==> src/rtl/nfc_pkg.sv <==
package nfc_pkg;
  localparam int TD_W = 16;
  localparam int HD_W = 2 * TD_W;
  localparam int HA_W = 12;

  localparam logic [HA_W-1:0] OFS_CMD  = 12'h000;
  localparam logic [HA_W-1:0] OFS_ADDR = 12'h004;
  localparam logic [HA_W-1:0] OFS_ID   = 12'h008;
  localparam logic [HA_W-1:0] OFS_STAT = 12'h00C;
  localparam logic [HA_W-1:0] OFS_DATA = 12'h010;

  localparam logic [7:0] OP_RD1  = 8'h00;
  localparam logic [7:0] OP_RD2  = 8'h30;
  localparam logic [7:0] OP_PG1  = 8'h80;
  localparam logic [7:0] OP_PG2  = 8'h10;
  localparam logic [7:0] OP_ER1  = 8'h60;
  localparam logic [7:0] OP_ER2  = 8'hD0;
  localparam logic [7:0] OP_RID  = 8'h90;
  localparam logic [7:0] OP_STAT = 8'h70;
  localparam logic [7:0] OP_RST  = 8'hFF;

  typedef enum logic [1:0] {CYC_CMD, CYC_ADDR, CYC_WR, CYC_RD} cyc_e;
  typedef enum logic [2:0] {OPK_READ, OPK_PROG, OPK_ERASE, OPK_ID, OPK_STAT, OPK_RESET} opk_e;
  typedef enum logic [2:0] {SL_ID0, SL_ID1, SL_ST, SL_DAT0, SL_DAT1} slot_e;
  typedef enum logic [3:0] {
    S_IDLE, S_FIRST, S_ADDR0, S_ADDR1, S_DATA0, S_DATA1,
    S_CONF, S_WLO, S_WHI, S_RD0, S_RD1, S_DONE
  } st_e;
endpackage

==> src/rtl/nfc_host_regs.sv <==
module nfc_host_regs
  import nfc_pkg::*;
(
  input  logic            clk,
  input  logic            rst_n,
  input  logic [HA_W-1:0] host_addr,
  input  logic [HD_W-1:0] host_wdata,
  input  logic            host_cs_n,
  input  logic            host_wr_n,
  input  logic            host_rd_n,
  output logic [HD_W-1:0] host_rdata,
  output logic            cmd_wr,
  output logic [7:0]      cmd_byte,
  output logic [HD_W-1:0] addr_q,
  output logic [HD_W-1:0] wdat_q,
  input  logic            cap_en,
  input  slot_e           cap_slot,
  input  logic [TD_W-1:0] cap_val
);
  logic            wr_en;
  logic            addr_en;
  logic            wdat_en;
  logic [HD_W-1:0] id_q;
  logic [HD_W-1:0] rbuf_q;
  logic [7:0]      stat_q;

  assign wr_en    = !host_cs_n && !host_wr_n;
  assign cmd_wr   = wr_en && (host_addr == OFS_CMD);
  assign cmd_byte = host_wdata[7:0];
  assign addr_en  = wr_en && (host_addr == OFS_ADDR);
  assign wdat_en  = wr_en && (host_addr == OFS_DATA);

  always_ff @(posedge clk or negedge rst_n) begin
    if (!rst_n) begin
      addr_q <= '0;
      wdat_q <= '0;
    end else begin
      if (addr_en) addr_q <= host_wdata;
      if (wdat_en) wdat_q <= host_wdata;
    end
  end

  always_ff @(posedge clk or negedge rst_n) begin
    if (!rst_n) begin
      id_q   <= '0;
      rbuf_q <= '0;
      stat_q <= '0;
    end else if (cap_en) begin
      case (cap_slot)
        SL_ID0:  id_q[TD_W-1:0]      <= cap_val;
        SL_ID1:  id_q[HD_W-1:TD_W]   <= cap_val;
        SL_ST:   stat_q              <= cap_val[7:0];
        SL_DAT0: rbuf_q[TD_W-1:0]    <= cap_val;
        SL_DAT1: rbuf_q[HD_W-1:TD_W] <= cap_val;
        default: ;
      endcase
    end
  end

  always_comb begin
    host_rdata = '0;
    if (!host_cs_n && !host_rd_n) begin
      case (host_addr)
        OFS_ADDR: host_rdata = addr_q;
        OFS_ID:   host_rdata = id_q;
        OFS_STAT: host_rdata = HD_W'(stat_q);
        OFS_DATA: host_rdata = rbuf_q;
        default:  host_rdata = '0;
      endcase
    end
  end
endmodule

==> src/rtl/nfc_bus_cycle.sv <==
module nfc_bus_cycle
  import nfc_pkg::*;
#(
  parameter int STROBE_CYC = 2
) (
  input  logic            clk,
  input  logic            rst_n,
  input  logic            start,
  input  cyc_e            kind,
  input  logic [TD_W-1:0] val,
  input  logic [TD_W-1:0] tgt_din,
  output logic            idle,
  output logic            done,
  output logic [TD_W-1:0] rd_val,
  output logic            tgt_cle,
  output logic            tgt_ale,
  output logic            tgt_we_n,
  output logic            tgt_re_n,
  output logic [TD_W-1:0] tgt_dout
);
  localparam int CW = (STROBE_CYC > 1) ? $clog2(STROBE_CYC) : 1;
  localparam logic [CW-1:0] CNT_LAST = CW'(STROBE_CYC - 1);

  typedef enum logic [1:0] {PH_IDLE, PH_LOW, PH_HIGH} ph_e;

  ph_e             ph_q, ph_d;
  logic [CW-1:0]   cnt_q, cnt_d;
  cyc_e            kind_q, kind_d;
  logic [TD_W-1:0] val_q, val_d;
  logic [TD_W-1:0] rd_q, rd_d;
  logic            active;
  logic            last;

  assign last = (cnt_q == CNT_LAST);

  always_comb begin
    ph_d   = ph_q;
    cnt_d  = cnt_q;
    kind_d = kind_q;
    val_d  = val_q;
    rd_d   = rd_q;
    case (ph_q)
      PH_IDLE: if (start) begin
        ph_d   = PH_LOW;
        cnt_d  = '0;
        kind_d = kind;
        val_d  = val;
      end
      PH_LOW: if (last) begin
        ph_d  = PH_HIGH;
        cnt_d = '0;
        if (kind_q == CYC_RD) rd_d = tgt_din;
      end else begin
        cnt_d = cnt_q + 1'b1;
      end
      PH_HIGH: if (last) begin
        ph_d = PH_IDLE;
      end else begin
        cnt_d = cnt_q + 1'b1;
      end
      default: ph_d = PH_IDLE;
    endcase
  end

  always_ff @(posedge clk or negedge rst_n) begin
    if (!rst_n) begin
      ph_q   <= PH_IDLE;
      cnt_q  <= '0;
      kind_q <= CYC_CMD;
      val_q  <= '0;
      rd_q   <= '0;
    end else begin
      ph_q   <= ph_d;
      cnt_q  <= cnt_d;
      kind_q <= kind_d;
      val_q  <= val_d;
      rd_q   <= rd_d;
    end
  end

  assign active   = (ph_q != PH_IDLE);
  assign idle     = (ph_q == PH_IDLE);
  assign done     = (ph_q == PH_HIGH) && last;
  assign rd_val   = rd_q;
  assign tgt_cle  = active && (kind_q == CYC_CMD);
  assign tgt_ale  = active && (kind_q == CYC_ADDR);
  assign tgt_we_n = !((ph_q == PH_LOW) && (kind_q != CYC_RD));
  assign tgt_re_n = !((ph_q == PH_LOW) && (kind_q == CYC_RD));
  assign tgt_dout = (active && (kind_q != CYC_RD)) ? val_q : '0;

  logic [15:0] lo_run;
  always_ff @(posedge clk or negedge rst_n) begin
    if (!rst_n) lo_run <= '0;
    else if (!tgt_we_n || !tgt_re_n) lo_run <= lo_run + 16'd1;
    else lo_run <= '0;
  end

  a_r13_low_width: assert property (@(posedge clk) disable iff (!rst_n)
    ($rose(tgt_we_n) || $rose(tgt_re_n)) |-> (lo_run == 16'(STROBE_CYC)));

  a_r13_steady_bus: assert property (@(posedge clk) disable iff (!rst_n)
    (!tgt_we_n && $past(!tgt_we_n)) |-> ($stable(tgt_dout) && $stable(tgt_cle) && $stable(tgt_ale)));

  a_r13_single_latch: assert property (@(posedge clk) disable iff (!rst_n)
    !(tgt_cle && tgt_ale));
endmodule

==> src/rtl/nfc_ctrl.sv <==
module nfc_ctrl
  import nfc_pkg::*;
(
  input  logic            clk,
  input  logic            rst_n,
  input  logic            cmd_wr,
  input  logic [7:0]      cmd_byte,
  input  logic [HD_W-1:0] addr_q,
  input  logic [HD_W-1:0] wdat_q,
  input  logic            tgt_rb_n,
  input  logic            eng_idle,
  input  logic            eng_done,
  output logic            eng_start,
  output cyc_e            eng_kind,
  output logic [TD_W-1:0] eng_val,
  output logic            cap_en,
  output slot_e           cap_slot,
  output logic            host_irq,
  output logic            host_rb_n,
  output logic            tgt_ce_n,
  output logic            tgt_wp_n
);
  st_e        st_q, st_d;
  opk_e       opk_q, opk_d;
  logic       pend_q, pend_d;
  logic [7:0] pfx_q, pfx_d;
  logic       rb_m, rb_s;
  logic       wp_q;
  logic       bus_st;

  function automatic logic [7:0] first_byte(input opk_e k);
    case (k)
      OPK_READ:  return OP_RD1;
      OPK_PROG:  return OP_PG1;
      OPK_ERASE: return OP_ER1;
      OPK_ID:    return OP_RID;
      OPK_STAT:  return OP_STAT;
      default:   return OP_RST;
    endcase
  endfunction

  function automatic logic [7:0] conf_byte(input opk_e k);
    case (k)
      OPK_READ: return OP_RD2;
      OPK_PROG: return OP_PG2;
      default:  return OP_ER2;
    endcase
  endfunction

  always_comb begin
    st_d   = st_q;
    opk_d  = opk_q;
    pend_d = pend_q;
    pfx_d  = pfx_q;
    case (st_q)
      S_IDLE: if (cmd_wr) begin
        pend_d = 1'b0;
        if (cmd_byte == OP_RD1 || cmd_byte == OP_PG1 || cmd_byte == OP_ER1) begin
          pend_d = 1'b1;
          pfx_d  = cmd_byte;
        end else if (pend_q && pfx_q == OP_RD1 && cmd_byte == OP_RD2) begin
          opk_d = OPK_READ;  st_d = S_FIRST;
        end else if (pend_q && pfx_q == OP_PG1 && cmd_byte == OP_PG2) begin
          opk_d = OPK_PROG;  st_d = S_FIRST;
        end else if (pend_q && pfx_q == OP_ER1 && cmd_byte == OP_ER2) begin
          opk_d = OPK_ERASE; st_d = S_FIRST;
        end else if (cmd_byte == OP_RID) begin
          opk_d = OPK_ID;    st_d = S_FIRST;
        end else if (cmd_byte == OP_STAT) begin
          opk_d = OPK_STAT;  st_d = S_FIRST;
        end else if (cmd_byte == OP_RST) begin
          opk_d = OPK_RESET; st_d = S_FIRST;
        end
      end
      S_FIRST: if (eng_done) begin
        case (opk_q)
          OPK_READ, OPK_PROG, OPK_ERASE: st_d = S_ADDR0;
          OPK_ID, OPK_STAT:              st_d = S_RD0;
          default:                       st_d = S_WLO;
        endcase
      end
      S_ADDR0: if (eng_done) st_d = S_ADDR1;
      S_ADDR1: if (eng_done) st_d = (opk_q == OPK_PROG) ? S_DATA0 : S_CONF;
      S_DATA0: if (eng_done) st_d = S_DATA1;
      S_DATA1: if (eng_done) st_d = S_CONF;
      S_CONF:  if (eng_done) st_d = S_WLO;
      S_WLO:   if (!rb_s) st_d = S_WHI;
      S_WHI:   if (rb_s) st_d = (opk_q == OPK_READ) ? S_RD0 : S_DONE;
      S_RD0:   if (eng_done) st_d = (opk_q == OPK_STAT) ? S_DONE : S_RD1;
      S_RD1:   if (eng_done) st_d = S_DONE;
      S_DONE:  st_d = S_IDLE;
      default: st_d = S_IDLE;
    endcase
  end

  always_ff @(posedge clk or negedge rst_n) begin
    if (!rst_n) begin
      st_q   <= S_IDLE;
      opk_q  <= OPK_READ;
      pend_q <= 1'b0;
      pfx_q  <= '0;
      rb_m   <= 1'b1;
      rb_s   <= 1'b1;
      wp_q   <= 1'b0;
    end else begin
      st_q   <= st_d;
      opk_q  <= opk_d;
      pend_q <= pend_d;
      pfx_q  <= pfx_d;
      rb_m   <= tgt_rb_n;
      rb_s   <= rb_m;
      wp_q   <= 1'b1;
    end
  end

  always_comb begin
    eng_kind = CYC_CMD;
    eng_val  = '0;
    bus_st   = 1'b1;
    case (st_q)
      S_FIRST: eng_val = TD_W'(first_byte(opk_q));
      S_ADDR0: begin eng_kind = CYC_ADDR; eng_val = addr_q[TD_W-1:0];    end
      S_ADDR1: begin eng_kind = CYC_ADDR; eng_val = addr_q[HD_W-1:TD_W]; end
      S_DATA0: begin eng_kind = CYC_WR;   eng_val = wdat_q[TD_W-1:0];    end
      S_DATA1: begin eng_kind = CYC_WR;   eng_val = wdat_q[HD_W-1:TD_W]; end
      S_CONF:  eng_val = TD_W'(conf_byte(opk_q));
      S_RD0, S_RD1: eng_kind = CYC_RD;
      default: bus_st = 1'b0;
    endcase
  end

  always_comb begin
    cap_en = eng_done && (st_q == S_RD0 || st_q == S_RD1);
    case (opk_q)
      OPK_ID:   cap_slot = (st_q == S_RD1) ? SL_ID1 : SL_ID0;
      OPK_STAT: cap_slot = SL_ST;
      default:  cap_slot = (st_q == S_RD1) ? SL_DAT1 : SL_DAT0;
    endcase
  end

  assign eng_start = bus_st && eng_idle;
  assign host_irq  = (st_q == S_DONE);
  assign host_rb_n = (st_q == S_IDLE);
  assign tgt_ce_n  = (st_q == S_IDLE);
  assign tgt_wp_n  = wp_q;

  a_r10_irq_pulse: assert property (@(posedge clk) disable iff (!rst_n)
    host_irq |=> !host_irq);

  a_r10_busy_at_irq: assert property (@(posedge clk) disable iff (!rst_n)
    host_irq |-> !host_rb_n);

  a_r10_ready_after_irq: assert property (@(posedge clk) disable iff (!rst_n)
    $rose(host_rb_n) |-> $past(host_irq));

  a_r11_busy_holds: assert property (@(posedge clk) disable iff (!rst_n)
    (!host_rb_n && !host_irq) |=> !host_rb_n);

  a_r12_idle_no_bus: assert property (@(posedge clk) disable iff (!rst_n)
    host_rb_n |-> eng_idle);
endmodule

==> src/rtl/nfc_sequencer.sv <==
module nfc_sequencer
  import nfc_pkg::*;
#(
  parameter int STROBE_CYC = 2
) (
  input  logic        clk,
  input  logic        host_rst_n,
  input  logic [11:0] host_addr,
  input  logic [31:0] host_wdata,
  output logic [31:0] host_rdata,
  input  logic        host_cs_n,
  input  logic        host_wr_n,
  input  logic        host_rd_n,
  output logic        host_irq,
  output logic        host_rb_n,
  output logic [15:0] tgt_dout,
  input  logic [15:0] tgt_din,
  output logic        tgt_ce_n,
  output logic        tgt_re_n,
  output logic        tgt_we_n,
  output logic        tgt_wp_n,
  output logic        tgt_cle,
  output logic        tgt_ale,
  input  logic        tgt_rb_n
);
  logic [1:0]      rs_q;
  logic            rst_n;
  logic            cmd_wr;
  logic [7:0]      cmd_byte;
  logic [HD_W-1:0] addr_q;
  logic [HD_W-1:0] wdat_q;
  logic            cap_en;
  slot_e           cap_slot;
  logic            eng_start;
  cyc_e            eng_kind;
  logic [TD_W-1:0] eng_val;
  logic            eng_idle;
  logic            eng_done;
  logic [TD_W-1:0] eng_rd;

  always_ff @(posedge clk or negedge host_rst_n) begin
    if (!host_rst_n) rs_q <= 2'b00;
    else rs_q <= {rs_q[0], 1'b1};
  end
  assign rst_n = rs_q[1];

  nfc_host_regs u_regs (
    .clk        (clk),
    .rst_n      (rst_n),
    .host_addr  (host_addr),
    .host_wdata (host_wdata),
    .host_cs_n  (host_cs_n),
    .host_wr_n  (host_wr_n),
    .host_rd_n  (host_rd_n),
    .host_rdata (host_rdata),
    .cmd_wr     (cmd_wr),
    .cmd_byte   (cmd_byte),
    .addr_q     (addr_q),
    .wdat_q     (wdat_q),
    .cap_en     (cap_en),
    .cap_slot   (cap_slot),
    .cap_val    (eng_rd)
  );

  nfc_ctrl u_ctrl (
    .clk       (clk),
    .rst_n     (rst_n),
    .cmd_wr    (cmd_wr),
    .cmd_byte  (cmd_byte),
    .addr_q    (addr_q),
    .wdat_q    (wdat_q),
    .tgt_rb_n  (tgt_rb_n),
    .eng_idle  (eng_idle),
    .eng_done  (eng_done),
    .eng_start (eng_start),
    .eng_kind  (eng_kind),
    .eng_val   (eng_val),
    .cap_en    (cap_en),
    .cap_slot  (cap_slot),
    .host_irq  (host_irq),
    .host_rb_n (host_rb_n),
    .tgt_ce_n  (tgt_ce_n),
    .tgt_wp_n  (tgt_wp_n)
  );

  nfc_bus_cycle #(.STROBE_CYC(STROBE_CYC)) u_bus (
    .clk      (clk),
    .rst_n    (rst_n),
    .start    (eng_start),
    .kind     (eng_kind),
    .val      (eng_val),
    .tgt_din  (tgt_din),
    .idle     (eng_idle),
    .done     (eng_done),
    .rd_val   (eng_rd),
    .tgt_cle  (tgt_cle),
    .tgt_ale  (tgt_ale),
    .tgt_we_n (tgt_we_n),
    .tgt_re_n (tgt_re_n),
    .tgt_dout (tgt_dout)
  );

  a_r13_ce_covers: assert property (@(posedge clk) disable iff (!rst_n)
    (!tgt_we_n || !tgt_re_n) |-> !tgt_ce_n);
endmodule

==> config.mk <==
export PLATFORM = sky130hd
export DESIGN_NAME = nfc_sequencer
export DESIGN_NICKNAME = d
export VERILOG_FILES = /design/src/rtl/nfc_pkg.sv /design/src/rtl/nfc_host_regs.sv /design/src/rtl/nfc_bus_cycle.sv /design/src/rtl/nfc_ctrl.sv /design/src/rtl/nfc_sequencer.sv
export SDC_FILE = /design/constraint.sdc
export NUM_CORES = 1
export LEC_CHECK = 0
export BUFFER_PORTS_ARGS = -buffer_cell sky130_fd_sc_hd__buf_2
export CAP_MARGIN = 20
export CORE_ASPECT_RATIO = 0.9
export CORE_MARGIN = 10
export CORE_UTILIZATION = 60
export CTS_CLUSTER_SIZE = 30
export DETAILED_ROUTE_END_ITERATION = 10
export GPL_ROUTABILITY_DRIVEN = 0
export PLACE_DENSITY_LB_ADDON = 0.12
export RECOVER_POWER = 25
export SLEW_MARGIN = 20
export SYNTH_ARGS = -nofsm -noshare
export SYNTH_HDL_FRONTEND = slang
export SYNTH_SLANG_ARGS = --single-unit
==> constraint.sdc <==
create_clock -name clk -period 11.07 [get_ports clk]
set_input_delay 1.107 -clock clk [delete_from_list [all_inputs] [get_ports clk]]
set_output_delay 1.107 -clock clk [all_outputs]
set_load 0.01 [all_outputs]
=== Word-level counts from Yosys, hierarchy flattened ===
Cells that the tools add are included.

* $add $sub $neg: 1
* Multiply operators: 0
* Div/mod/pow operators: 0
* Magnitude comparators: 0
* Eq/ne operators: 54
* Shift operators: 0
* Multiplexer cells: 49
* Bitwise gates (word level): 1
* Reductions and logical operators: 57

{| class="wikitable"
|+ Operators with widths
! cell !! count
|-
| $pmux W32 S4 || 1
|-
| $pmux W16 S6 || 1
|-
| $mux W4 || 18
|-
| $pmux W4 S11 || 1
|-
| $eq A8 B8 Y1 const B || 5
|-
| $pmux W8 S5 || 1
|-
| $mux W32 || 1
|-
| $eq A12 B4 Y1 const B || 2
|-
| $eq A8 B7 Y1 const B || 3
|-
| $ne A2 B1 Y1 const B || 12
|-
| $mux W3 || 7
|-
| $logic_and A1 B1 Y1 || 19
|-
| $eq A4 B3 Y1 const B || 4
|-
| $eq A4 B4 Y1 const B || 4
|-
| $logic_not A8 Y1 || 2
|-
| $mux W16 || 1
|-
| $pmux W8 S2 || 1
|-
| $reduce_and A2 Y1 || 8
|-
| $reduce_and A13 Y1 || 1
|-
| $eq A12 B3 Y1 const B || 1
|-
| $eq A12 B5 Y1 const B || 1
|-
| $eq A3 B2 Y1 const B || 4
|-
| $logic_not A12 Y1 || 1
|-
| $pmux W2 S3 || 2
|-
| other kinds (30) || 61
|}

* Flip-flop bits (word level): 194
* Latch bits: 0
* Bits in writable memories: 0
* ROM bits: 0
* Bits of input ports: 66
* Memories kept: 0

=== Depth between registers and ports, before layout ===
Gate-level depths: netlist of the first run.

* Depth in word-level cells: 10
* Gate-level depth with buffers: 8
* Mapped depth without buffers: 7

=== By module ===
A second synthesis of the first run with hierarchy kept.

* Cells, all modules: 841
* Area, all modules: 10326.2 µm²

{| class="wikitable"
|+ Modules (own cells, without submodules)
! module !! instances !! cells an instance !! area each (µm²) !! seq. area each (µm²)
|-
| nfc_host_regs || 1 || 509 || 6785.3 || 3403.3
|-
| nfc_ctrl || 1 || 212 || 1805.5 || 478.0
|-
| nfc_bus_cycle || 1 || 117 || 1681.6 || 925.9
|-
| nfc_sequencer || 1 || 3 || 53.8 || 50.0
|}

=== Least setup slack after synthesis of the first run ===
No wires, ideal clock.

* Kind: in2out
* Start point: input port host_addr[9]
* End point: output port host_rdata[22]
* Data arrival time: 2395 ps
* Data required time: 9963 ps
* Slack: 7568 ps
* Stages: 7
* Buffers on the path: 2
* Cell sequence: nor4_1 and2_1 and3_1 buf_4 clkbuf_1 a222oi_1 nor2_1

* Cells in the longest elaborated chain, start to end: 3
* Elaborated cells on any way between the ends: 6
* Those cells by class: eq/ne (4); mux (2)

{| class="wikitable"
|+ RTL lines
! element !! line !! source
|-
| start: declaration || nfc_sequencer.sv:8 || <nowiki>input logic [11:0] host_addr,</nowiki>
|-
| $eq A12 B5 Y1 (tied with other cells) || nfc_host_regs.sv:63 || <nowiki>case (host_addr)</nowiki>
|-
| $pmux W32 S4 * || nfc_host_regs.sv:63 ||
|-
| $mux W32 * || nfc_host_regs.sv:62 || <nowiki>if (!host_cs_n && !host_rd_n) begin</nowiki>
|-
| end: declaration || nfc_sequencer.sv:10 || <nowiki>output logic [31:0] host_rdata,</nowiki>
|}

Every way passes the cells marked *; elsewhere a longest branch is shown, timed or not.

==> metrics, run 1 <==
Slew HR=-0.936; crit share post-route=0.421; clk root buf=clkbuf_16; Peak VDD IR=0.110 mV; fraction of layout cells with a size suffix above 1=0.383; final net count=917; CTS tree=built; vias in the first global route=6786; FF-to-FF Start=rs_q[1]; Setup Skew=0.0123 ns; f_max=0.215 GHz; CTS Hold Buffers Added=0; syn avg cell area=12.4 sq um; PostCTS Resize Cnt=0; synth warn=0; Fill cells=1083; WP data required=10.98 ns; GRT Resource Usage Total=0.227; final core utilization=0.694; drt drc=0; Num CTS Buffers=17; Port Buffers=121; H-tree depth=4; Slew Limit Fails=117; Post-synth ARST share=1.00; CP Data Arrival Time=4.57 ns; footprint of the multi-input gates=0.00419 sq mm; GR Overflow Total=0; largest net degree at the start of global routing=80; Core Box Area=0.0153 sq mm; wire length per cell=22.3 um; Post-synth EDFFs=0; most frequent cells in the layout=dfrtp_1, buf_2, mux2_2; Min-Delay Path Depth=0; PD cells=180 mW/mm^2; MaxCap Viol Count=2; Vias=6736; Die W=151 um; initial antenna violation count=0; ANT nets after route=0; Worst-Margin Slew=2.90 ns; Hold Vio Cnt, Final=0; worst path bufs/invs=1; setup TNS=0 ns; detailed router's first-iteration violation count=586; commonest non-fill, non-tap cell in the layout=dfrtp_1; CP peak stage delay=2.17 ns; die height=138 um; site row count=43; CTS clk-pin slew, worst paths=0.07 ns; Clock Latency Late Sink=0.44 ns; R2R cell count=1; Leakage=5.13 nW; I/O pins=122; status=finished, violations left; Post-synth top flop=dfrtp_1; Crit. End Element=asynchronous set/reset pin; CP Cell Sequence=clkbuf_1; Antenna Diode Count=0; area grow syn2layout=14.0%; Cells after Synth=753; number of setup violations in the final report=0; HPWL Detailed=16500 um; Cell variety after synth=74; first-pass GRT wire length=37600 um; fin crit period=4.66 ns; drt total wl=23700 um; Critical Path Start Type=flip-flop; clock sinks=194; Hold Path Origin=u_ctrl.rb_m; synthesized area=0.00934 sq mm; Hold Path Sink=u_ctrl.rb_s; Synth Register Bits=194; worst min path class=flip-flop to flip-flop; unrepaired setup endpoints after global routing=false; worst setup path category=flip-flop to asynchronous set/reset pin; r2r setup slk=6.41 ns; register area=0.00486 sq mm; postcts setup bufs=0; initial core utilization=0.609; critical path's top delay family=buffers and inverters; clk buf depth=2; Reg-to-Reg End=u_regs.wdat_q[25]; sequential area share after synthesis=0.520; failing checks=max-capacitance violations, max-slew violations; routed vias/inst=6.35; first drt pass iteration count=8; die area=0.0210 sq mm; Crit-path slowest cell=clkbuf_1; crit-path max FO=59
==> cells by family (layout without fill, tap and decap cells) <==
kind of cell	Yosys count	after routing	synth area share
mux	164	164	0.210
xor+xnor	1	1	0.000938
compound gates	147	147	0.123
fa+ha+maj	5	5	0.00643
buf+inv	65	170	0.0348
other cells	1	2	0.000402
flops	194	194	0.520
simple gates	176	176	0.105
==> per-layer routing <==
layer / track usage / routed length, um
met5: 0 / 0
met4: 0.0734 / 475
met3: 0.0577 / 1690
met2: 0.356 / 11600
met1: 0.300 / 9930
==> report_power, final <==
part / switching, mW / leakage (nW) / internal, mW
sequential: 0.121 / 2.57 / 0.764
combinational: 0.228 / 2.27 / 0.144
clock: 0.261 / 0.294 / 0.394
total: 0.610 / 5.13 / 1.30
==> Yosys cell counts, types with 5 or more instances <==
| library cell | number | area, sq um |
|---|---|---|
| inv_1 | 10 | 37.5 |
| nand3_1 | 7 | 35.0 |
| buf_2 | 21 | 105 |
| a221oi_1 | 8 | 70.1 |
| o21ai_0 | 17 | 85.1 |
| a21o_1 | 11 | 82.6 |
| a222oi_1 | 41 | 410 |
| dfrtp_1 | 192 | 4800 |
| nand4_1 | 7 | 43.8 |
| a21oi_1 | 29 | 145 |
| mux2_4 | 30 | 450 |
| nor2b_1 | 5 | 31.3 |
| nor3_1 | 8 | 40.0 |
| and2_1 | 23 | 144 |
| mux2_1 | 16 | 180 |
| mux2_2 | 117 | 1320 |
| nand2_1 | 33 | 124 |
| nor2_1 | 53 | 199 |
| clkbuf_1 | 17 | 63.8 |
| a22oi_1 | 7 | 52.6 |
| buf_4 | 8 | 60.1 |
==> per-stage QoR <==
stage / hold slack, ns / power (mW) / instances / worst slack, ns / cell area (sq um)
floorplan: 0.331 / 1.14 / 754 / 5.27 / 9340
global route: 0.355 / 2.00 / 1061 / 5.42 / 10600
global placement: 0.338 / 1.24 / 1028 / 6.77 / 9980
finish: 0.356 / 1.91 / 1061 / 6.41 / 10600
detailed placement: 0.336 / 1.26 / 1029 / 6.62 / 10000
CTS: 0.352 / 1.91 / 1060 / 6.60 / 10600
==> sequential cells by signal (all words and copies together) (netlist names), 3 cells and up <==
register,cells
u_regs.addr_q,32
u_regs.id_q,32
u_regs.rbuf_q,32
u_regs.wdat_q,32
u_bus.rd_val,16
u_bus.val_q,16
u_ctrl.pfx_q,8
u_regs.stat_q,8
u_ctrl.st_q,4
u_ctrl.opk_q,3
==> how the worst max path moves through the flow <==
stage,from,end,cells after the start
2_1_floorplan,rs_q[1],u_bus.cnt_q,0
3_3_place_gp,host_addr[2],host_rdata[14],7
3_5_place_dp,host_addr[2],host_rdata[22],7
4_1_cts,host_addr[2],host_rdata[22],7
5_1_grt,rs_q[1],u_regs.wdat_q[14],1
6_report,rs_q[1],u_regs.wdat_q[25],1
==> cell type report <==
| type | instances | area share |
|---|---|---|
| flip-flops and latches | 194 | 0.456 |
| clock inverters | 9 | 0.0146 |
| well taps | 202 | 0.0238 |
| repair buffers | 129 | 0.0635 |
| multi-input cells | 495 | 0.394 |
| clock buffers | 22 | 0.0446 |
| inverters | 10 | 0.00353 |
Note: power is estimated with default switching activity, not from simulation.
==> run 2: changes to the inputs <==
- ABC_AREA: not set -> 1
- CORE_UTILIZATION: 60 -> 58
- clock period: 11.07 -> 4.8 ns (I/O delays scaled with it)
==> metrics, run 2 <==
CTS clk-pin slew, worst paths=0.07 ns; fin crit period=3.33 ns; ANT nets after route=0; Psw=0.895 mW; fin worst setup slack=1.47 ns; Slew Limit Fails=59; Cells after Synth=1198; Hold Path Sink=u_ctrl.rb_m; Post-synth top flop=dfrtp_1; Cell variety after synth=33; Num CTS Buffers=17; initial core utilization=0.600; Final Total Pwr=3.43 mW; worst setup path category=input pin to primary output; r2r setup slk=2.24 ns; PD cells=325 mW/mm^2; die height=140 um; R2R cell count=1; clock sinks=194; Area after DPL=0.00999 sq mm; crit share post-route=0.693; Comb pwr share=0.095; worst min path class=input pin to flip-flop; CP Data Arrival Time=2.85 ns; Hold Vio Cnt, Final=0; Final Non-Filler Cells=1501; MaxCap Viol Count=1; sequential area share after synthesis=0.519; final instance area=0.0105 sq mm; clk buf depth=2; clock share of power=0.414; setup TNS=0 ns; area grow syn2layout=12.8%; synthesized area=0.00935 sq mm; Clock Latency Late Sink=0.44 ns; hold slack=0.133 ns; commonest non-fill, non-tap cell in the layout=nand2_1; Leakage=5.10 nW; Core Box Area=0.0156 sq mm; first-pass GRT wire length=41600 um; drt drc=0; GRT Resource Usage Total=0.236; Min-Delay Path Depth=1; Synth Register Bits=194; largest net degree at the start of global routing=135; CTS tree=built; pre-CTS setup slack=1.50 ns; Post-synth ARST share=1.00; routed vias/inst=5.57; Synth top area share=0.514; drt total wl=25600 um; status=finished, violations left; Antenna Diode Count=0; largest area contributor in the netlist=dfrtp_1; wire length per cell=17.0 um; fraction of layout cells with a size suffix above 1=0.141; final net count=1357; Crit. End Element=primary output; Post-synth top cells=nand2_1, dfrtp_1, nor2_1, o21ai_0, inv_1; clk root buf=clkbuf_16; Peak VDD IR=0.261 mV; syn avg cell area=7.81 sq um; f_max=0.300 GHz; Fill cells=1360; Vias=8362; synth warn=0; register share of total power=0.491; Setup Skew=0.0103 ns; Pint=2.54 mW; Die W=154 um; final core utilization=0.676; Post-synth EDFFs=0; most frequent cells in the layout=nand2_1, dfrtp_1, o21ai_0; I/O pins=122; unrepaired setup endpoints after global routing=false; Port Buffers=121; HPWL Detailed=18000 um; detailed router's first-iteration violation count=908; Reg-to-Reg End=u_bus.val_q[3]; Worst-Margin Slew=2.33 ns; Net Sw Frac=0.261; top-count cell post-synth=nand2_1; Slew HR=-0.556; number of setup violations in the final report=0; PostCTS Resize Cnt=0; Placed Instances=1469; crit-path max FO=37; H-tree depth=4; Critical Path Start Type=input pin; initial antenna violation count=0; FF-to-FF Start=rs_q[1]; die area=0.0216 sq mm; Hold Path Origin=tgt_rb_n; site row count=43; synth top area cells=dfrtp_1, nand2_1, o21ai_0, nor2_1, inv_1; failing checks=max-capacitance violations, max-slew violations; vias in the first global route=7788; WP data required=4.32 ns; GR Overflow Total=0; first drt pass iteration count=5
## run 2: cell count changes after synthesis, sizes merged, moves of 23 or more
| cell | before | now |
|---|---|---|
| nand4 | 7 | 43 |
| mux2 | 163 | 0 |
| nor2 | 59 | 129 |
| nand2 | 36 | 356 |
| a222oi | 41 | 0 |
| inv | 10 | 123 |
| a31oi | 1 | 26 |
| and2 | 23 | 0 |
| o21ai | 18 | 172 |
| nand3 | 7 | 43 |
## run 2: worst max path at each step
stage                        from              to  slack (ns)
global route        host_addr[11]  host_rdata[23]        1.28
CTS                 host_addr[11]  host_rdata[23]        1.48
floorplan                 rs_q[1]     u_bus.cnt_q        1.60
global placement    host_addr[11]  host_rdata[11]        1.68
finish              host_addr[11]  host_rdata[23]        1.47
detailed placement  host_addr[11]  host_rdata[23]        1.50
## run 2: routing by layer
metal	global-route usage	part of all wire	wire, um	vias to the layer above
li1	-	-	-	4040
met1	0.339	0.46	11800	3923
met2	0.349	0.44	11300	358
met3	0.0520	0.079	2020	41
met4	0.0671	0.019	494	0
met5	0	0	0	-
## run 2: critical path, stage by stage
cell and delay, ns:
buf_2 0.10, nor2_1 0.14, nand3_1 0.13, nor2_4 0.09, buf_4 0.35, nand2_1 0.14
nand3_1 0.11, nand2_1 0.61, a31oi_1 0.47, buf_2 0.20
## run 2: cell families after synthesis
group,count (synthesis),share of synthesized area
compound gates,239,0.132
fa+ha+maj,4,0.00535
buf+inv,179,0.0785
simple gates,581,0.264
flops,194,0.519
other cells,1,0.000401
## run 2: what timing repair did
action | CTS | global route
hold endpoints to repair | 2 | 0
hold buffers | 1 | 0
setup buffers | 0 | 0
## run 2: layout make-up
type                            count  area [sq um]  area share
Inverter                          123           462      0.0438
Clock inverter                     13           153      0.0145
Multi-Input combinational cell    826          3750       0.355
Timing Repair Buffer              125           648      0.0614
Clock buffer                       18           429      0.0407
Tap cell                          202           253      0.0240
Sequential cell                   194          4860       0.460
## run 2: power groups by stage
| stage | Combinational, mW | Sequential [mW] | Clock (mW) |
|---|---|---|---|
| after floorplan | 0.181 | 1.73 | 0 |
| after global placement | 0.320 | 1.72 | 0 |
| after detailed placement | 0.326 | 1.72 | 0 |
| after CTS | 0.332 | 1.68 | 1.43 |
| after global routing | 0.367 | 1.69 | 1.50 |
| final | 0.327 | 1.68 | 1.42 |
